File: config.mk
export PLATFORM = sky130hd
export DESIGN_NAME = tcc_unit
export DESIGN_NICKNAME = d
export VERILOG_FILES = /design/src/rtl/tcc_pkg.sv /design/src/rtl/tcc_counter.sv /design/src/rtl/tcc_cap_ch.sv /design/src/rtl/tcc_cmp_out.sv /design/src/rtl/tcc_unit.sv
export SDC_FILE = /design/constraint.sdc
export NUM_CORES = 1
export LEC_CHECK = 0
export BUFFER_PORTS_ARGS = -buffer_cell sky130_fd_sc_hd__buf_2
export CAP_MARGIN = 20
export CORE_MARGIN = 3
export CORE_UTILIZATION = 40
export CTS_CLUSTER_SIZE = 20
export DETAILED_ROUTE_END_ITERATION = 12
export SLEW_MARGIN = 20
export SYNTH_ARGS = -nofsm -noshare
export SYNTH_HDL_FRONTEND = slang
export SYNTH_SLANG_ARGS = --single-unit
File: constraint.sdc
create_clock -name clk -period 3.7 [get_ports clk]
set_clock_uncertainty 0.05 [all_clocks]
set_input_delay 0.74 -clock clk [delete_from_list [all_inputs] [get_ports clk]]
set_output_delay 0.74 -clock clk [all_outputs]
set_load 0.005 [all_outputs]
File: src/rtl/tcc_pkg.sv
package tcc_pkg;
    localparam int TW   = 16;
    localparam int NCMP = 3;
    localparam int NCAP = 4;
    localparam int NTOG = 2;
    localparam int AW   = 4;
    localparam int FW   = 1 + NCMP + NCAP;

    localparam int ADR_CTRL   = 0;
    localparam int ADR_TIMER  = 1;
    localparam int ADR_CMP0   = 2;
    localparam int ADR_SETRST = ADR_CMP0 + NCMP;
    localparam int ADR_TOGGLE = ADR_SETRST + 1;
    localparam int ADR_CAPCFG = ADR_TOGGLE + 1;
    localparam int ADR_FLAGS  = ADR_CAPCFG + 1;
    localparam int ADR_CAP0   = ADR_FLAGS + 1;

    typedef logic [TW-1:0] tval_t;

    typedef struct packed {
        logic [NCMP-1:0] rst_en;
        logic [NCMP-1:0] set_en;
    } srcfg_t;

    function automatic logic hit(input logic run, input tval_t c, input tval_t r);
        return run && (c == r);
    endfunction

    function automatic logic at_adr(input logic we, input logic [AW-1:0] a, input int adr);
        return we && (a == AW'(adr));
    endfunction
endpackage

File: src/rtl/tcc_counter.sv
module tcc_counter #(
    parameter int W = 16
) (
    input  logic         clk,
    input  logic         rst,
    input  logic         run,
    input  logic         load,
    input  logic [W-1:0] load_val,
    output logic [W-1:0] cnt,
    output logic         ovf_evt
);
    localparam logic [W-1:0] TOP = '1;

    always_ff @(posedge clk) begin
        if (rst)       cnt <= '0;
        else if (load) cnt <= load_val;
        else if (run)  cnt <= cnt + W'(1);
    end

    assign ovf_evt = run && !load && (cnt == TOP);
endmodule

File: src/rtl/tcc_cap_ch.sv
module tcc_cap_ch #(
    parameter int W = 16
) (
    input  logic         clk,
    input  logic         rst,
    input  logic         pin,
    input  logic         rise_en,
    input  logic         fall_en,
    input  logic [W-1:0] cnt,
    output logic [W-1:0] cap_val,
    output logic         evt
);
    logic [2:0] sync_q;
    logic       rise, fall, plain, trig;

    always_ff @(posedge clk) begin
        if (rst) sync_q <= '0;
        else     sync_q <= {sync_q[1:0], pin};
    end

    assign rise  = sync_q[1] & ~sync_q[2];
    assign fall  = ~sync_q[1] & sync_q[2];
    assign plain = !rise_en && !fall_en;
    assign trig  = (rise && rise_en) || (fall && fall_en);
    assign evt   = plain ? fall : trig;

    always_ff @(posedge clk) begin
        if (rst)       cap_val <= '0;
        else if (trig) cap_val <= cnt;
    end
endmodule

File: src/rtl/tcc_cmp_out.sv
module tcc_cmp_out #(
    parameter int NM = 3,
    parameter int NT = 2
) (
    input  logic          clk,
    input  logic          rst,
    input  logic [NM-1:0] match,
    input  logic [NM-1:0] set_en,
    input  logic [NM-1:0] rst_en,
    input  logic [NT-1:0] tog_en,
    input  logic          tog_wr,
    input  logic [NT-1:0] tog_wval,
    output logic [NM-1:0] sr_out,
    output logic [NT-1:0] tog_out
);
    for (genvar g = 0; g < NM; g++) begin : g_sr
        always_ff @(posedge clk) begin
            if (rst)                          sr_out[g] <= 1'b0;
            else if (match[g] && set_en[g])   sr_out[g] <= 1'b1;
            else if (match[g] && rst_en[g])   sr_out[g] <= 1'b0;
        end
    end

    for (genvar k = 0; k < NT; k++) begin : g_tog
        always_ff @(posedge clk) begin
            if (rst)                          tog_out[k] <= 1'b0;
            else if (tog_wr)                  tog_out[k] <= tog_wval[k];
            else if (match[k] && tog_en[k])   tog_out[k] <= ~tog_out[k];
        end
    end
endmodule

File: src/rtl/tcc_unit.sv
module tcc_unit
    import tcc_pkg::*;
(
    input  logic            clk,
    input  logic            rst,
    input  logic            wr_en,
    input  logic [AW-1:0]   addr,
    input  logic [TW-1:0]   wdata,
    output logic [TW-1:0]   rd_data,
    input  logic [NCAP-1:0] cap_in,
    output logic [NCMP-1:0] sr_out,
    output logic [NTOG-1:0] tog_out,
    output logic            irq
);
    logic            run;
    tval_t           cnt;
    tval_t           cmp_q [NCMP];
    tval_t           cap_q [NCAP];
    srcfg_t          srcfg;
    logic [NTOG-1:0] tog_en;
    logic [NCAP-1:0] rise_en, fall_en, cap_evt;
    logic [NCMP-1:0] match;
    logic            ovf_evt;
    logic [FW-1:0]   flags, set_v, clr_v;

    always_ff @(posedge clk) begin
        if (rst) begin
            run     <= 1'b0;
            srcfg   <= '0;
            tog_en  <= '0;
            rise_en <= '0;
            fall_en <= '0;
            for (int i = 0; i < NCMP; i++) cmp_q[i] <= '0;
        end else begin
            if (at_adr(wr_en, addr, ADR_CTRL))   run    <= wdata[0];
            if (at_adr(wr_en, addr, ADR_SETRST)) srcfg  <= srcfg_t'(wdata[2*NCMP-1:0]);
            if (at_adr(wr_en, addr, ADR_TOGGLE)) tog_en <= wdata[NTOG-1:0];
            if (at_adr(wr_en, addr, ADR_CAPCFG)) begin
                rise_en <= wdata[NCAP-1:0];
                fall_en <= wdata[2*NCAP-1:NCAP];
            end
            for (int i = 0; i < NCMP; i++)
                if (at_adr(wr_en, addr, ADR_CMP0 + i)) cmp_q[i] <= wdata;
        end
    end

    tcc_counter #(.W(TW)) u_cnt (
        .clk      (clk),
        .rst      (rst),
        .run      (run),
        .load     (at_adr(wr_en, addr, ADR_TIMER)),
        .load_val (wdata),
        .cnt      (cnt),
        .ovf_evt  (ovf_evt)
    );

    for (genvar g = 0; g < NCMP; g++) begin : g_match
        assign match[g] = hit(run, cnt, cmp_q[g]);
    end

    for (genvar g = 0; g < NCAP; g++) begin : g_cap
        tcc_cap_ch #(.W(TW)) u_cap (
            .clk     (clk),
            .rst     (rst),
            .pin     (cap_in[g]),
            .rise_en (rise_en[g]),
            .fall_en (fall_en[g]),
            .cnt     (cnt),
            .cap_val (cap_q[g]),
            .evt     (cap_evt[g])
        );
    end

    tcc_cmp_out #(.NM(NCMP), .NT(NTOG)) u_out (
        .clk      (clk),
        .rst      (rst),
        .match    (match),
        .set_en   (srcfg.set_en),
        .rst_en   (srcfg.rst_en),
        .tog_en   (tog_en),
        .tog_wr   (at_adr(wr_en, addr, ADR_TOGGLE)),
        .tog_wval (wdata[2*NTOG-1:NTOG]),
        .sr_out   (sr_out),
        .tog_out  (tog_out)
    );

    assign set_v = {cap_evt, match, ovf_evt};
    assign clr_v = at_adr(wr_en, addr, ADR_FLAGS) ? wdata[FW-1:0] : '0;

    always_ff @(posedge clk) begin
        if (rst) flags <= '0;
        else     flags <= (flags & ~clr_v) | set_v;
    end

    assign irq = |flags;

    always_comb begin
        rd_data = '0;
        if (addr == AW'(ADR_CTRL))   rd_data[0] = run;
        if (addr == AW'(ADR_TIMER))  rd_data = cnt;
        if (addr == AW'(ADR_SETRST)) rd_data[2*NCMP-1:0] = srcfg;
        if (addr == AW'(ADR_TOGGLE)) rd_data[2*NTOG-1:0] = {tog_out, tog_en};
        if (addr == AW'(ADR_CAPCFG)) rd_data[2*NCAP-1:0] = {fall_en, rise_en};
        if (addr == AW'(ADR_FLAGS))  rd_data[FW-1:0] = flags;
        for (int i = 0; i < NCMP; i++)
            if (addr == AW'(ADR_CMP0 + i)) rd_data = cmp_q[i];
        for (int i = 0; i < NCAP; i++)
            if (addr == AW'(ADR_CAP0 + i)) rd_data = cap_q[i];
    end
endmodule

==> impl_metrics.ini <==
[status]
status = completed

[drt]
vias = 6837
drtIter0Drc = 637
drc_errors = 0
drtAntennaViolNets = 0
post_drt_wl_per_cell_um = 20.1
wirelength_mm = 24.7
first_pass_iters = 5
viasPerCell = 5.57

[cells_and_area]
post-route-util = 0.467
syn_to_final_growth_pct = 12.2
fillers = 1946
final_area_sq_um = 9620
nets = 974
diodes = 0
drive_above_1_share = 0.135

[clocking]
cts-resized-gates = 0
cts_setup_buffers = 0
cts_buffers = 17
cts_num_sinks = 170
cts_hold_buffers = 0
clock_path_buffers = 2
htree_levels = 4
root_buffer = clkbuf_16
cts.clk_slew.worst_paths_ns = 0.06
insertion_delay_ns = 0.43
cts_tree = built

[floorplanning]
core-area_sq_um = 20600
num_rows = 52
die_w_um = 152
start_util = 0.416
die_area_sq_um = 23200
dieHeight_um = 152
boundaryPins = 49

[synthesis]
yosys_warnings = 0
synthCells = 920
synth-main-ff-cell = dfxtp_1
synthSimpleGateAreaFrac = 0.187
synth_edf_count = 48
synthAdderAreaFrac = 0.00146
synth_nets = 948
synth-xor-area-share = 0.0643
synthArstFlopShare = 0
synthMuxAreaShare = 0.111
synth_compound_area_frac = 0.138
ys_seq_area_frac = 0.453
ys_ff_latch = 170
netlist_area_sq_um = 8580
syn_avg_cell_area_sq_um = 9.32
yosysUniqueCellTypes = 53
synth_top_family_by_area = simple AND/OR/NAND/NOR gates

[worst_setup_path]
worstSetupPathType = input port to output port
rr_worst_depth = 5
crit_slowest_cell = nand2b_1
endpoint_kind = output port
slowest_delay_ns = 0.29
worstPathRequired_ns = 2.91
crit_fanout = 15
path_cells = buf_2, buf_4, nand2b_1, o22ai_1, a22o_1, a22oi_1, a32o_1, buf_2
arrival_ns = 2.54
path_common_cell = buf_2
r2r-start = u_cnt.cnt[10]$_SDFFE_PP0P_
reg2reg_to = u_out.tog_out[0]$_SDFFE_PP0P_
reg2reg_slack_ns = 1.36
worst_setup_path_start_kind = input port

[run]
maxCapViolCount = 0

[grt]
grtUsageTotal = 0.210
grt_pass1_wl_mm = 38.4
antenna_found_initial = 0
grt_pass1_vias = 6498
grt_overflow = 0
grt_start_max_net_pins = 73

[place]
gp_congestion = 0.950
port_buffers = 48
placed_cell_area_sq_um = 9030
dp_hpwl_mm = 17.9

[sta]
tns_ns = 0
report.final.slew_viol_count = 0
relSlewSlack = 0.252
period_share = 0.900
final.min_clock_period_ns = 3.33
final-setup-viol-count = 0
grt_setup_unrepaired = no
hold_viol_final = 0
timing.fmax_mhz = 300
worstMarginPinSlew_ns = 1.12

[power]
leakagePower_nw = 3.42
power_density_nw_per_um2 = 439
ir_drop_uv = 244

[worst_hold_path]
min-delay-start = g_cap[1].u_cap.sync_q[0]$_SDFF_PP0_
hold_class = flop to flop
min_delay_path_depth = 1
hold_end = g_cap[1].u_cap.sync_q[1]$_SDFF_PP0_
[layer usage]
metal,track usage,vias up,part of all wire
li1,-,3293,-
met1,0.307,3270,0.48
met2,0.312,233,0.44
met3,0.0383,41,0.056
met4,0.0700,0,0.024
met5,0,-,0
[stage by stage]
step | hold WS [ns] | power, mW | setup WS [ns] | cells
2_1_floorplan | 0.364 | 2.27 | 1.07 | 920
3_3_place_gp | 0.370 | 2.42 | 0.416 | 1197
3_5_place_dp | 0.372 | 2.42 | 0.431 | 1197
4_1_cts | 0.386 | 4.25 | 0.416 | 1228
5_1_grt | 0.414 | 4.37 | 0.145 | 1228
6_report | 0.386 | 4.23 | 0.372 | 1228
[synth_stat cells (all sizes together), types with 24 or more instances]
| cell type | instances | area, sq um |
|---|---|---|
| clkbuf | 24 | 90.1 |
| mux2i | 79 | 791 |
| buf | 47 | 274 |
| edfxtp | 48 | 1440 |
| xnor2 | 44 | 385 |
| a21oi | 34 | 170 |
| nor2b | 30 | 188 |
| nor2 | 149 | 567 |
| dfxtp | 122 | 2440 |
| nand2 | 74 | 278 |
| o21ai | 36 | 180 |
[critical path: cells and delay by family]
kind,cells,cell delay [ns]
buffers and inverters,3,0.67
AND/OR/NAND/NOR,1,0.29
AO/OA/AOI/OAI,4,0.83
[how the worst max path moves through the flow]
stage | startpoint | end | slack, ns
after floorplan | addr[2] | rd_data[4] | 1.07
after global placement | addr[0] | rd_data[9] | 0.42
after detailed placement | addr[1] | rd_data[3] | 0.43
after CTS | addr[0] | rd_data[9] | 0.42
after global routing | addr[0] | rd_data[14] | 0.15
final | addr[2] | rd_data[3] | 0.37
[cells by family after synthesis]
| kind of cell | Yosys count |
|---|---|
| xor gates and xnor gates | 63 |
| DFF | 170 |
| adders and majority gates | 1 |
| and+or+nand+nor | 339 |
| AOI/OAI and AO/OA | 174 |
| muxes | 93 |
| buffers and inverters | 80 |
[power by group]
group          leakage (nW)  internal (mW)  total, mW  switching, mW
Sequential             1.45           1.96       2.02         0.0572
Clock                 0.292           1.13       1.84          0.714
Combinational          1.69          0.144      0.364          0.220
Total                  3.42           3.24       4.23          0.991
[area by class of cell]
class	instances	area (sq um)	area share
clock buffers	23	449	0.0467
inverters	9	33.8	0.00351
repair buffers	78	480	0.0499
clock inverters	8	145	0.0151
multi-input cells	670	4290	0.446
well taps	270	338	0.0351
flip-flops and latches	170	3880	0.404
[registers in the layout, summed over array words and instances, names as in the netlist, 3 cells and up]
register and flops:
cmp_q 48, g_cap.u_cap.sync_q 12, fall_en 4, flags 8
g_cap.u_cap.cap_val 64, srcfg 6, u_cnt.cnt 16, u_out.sr_out 3
rise_en 4
[cells in the final DEF (no fill, tap or decap), types with 14 or more instances in the layout]
cell type and count:
mux2_2 14, xor2_1 19, nand4_1 15, mux2i_1 79, edfxtp_1 48, o22ai_1 19
buf_2 47, nand2_1 74, dfxtp_1 122, nor2_1 148, clkbuf_16 17, a211oi_1 14
o21ai_0 36, xnor2_1 44, a22oi_1 18, buf_4 30, and2_1 16, nor2b_1 30
a21oi_1 34
Note: power is estimated with default switching activity, not from simulation.
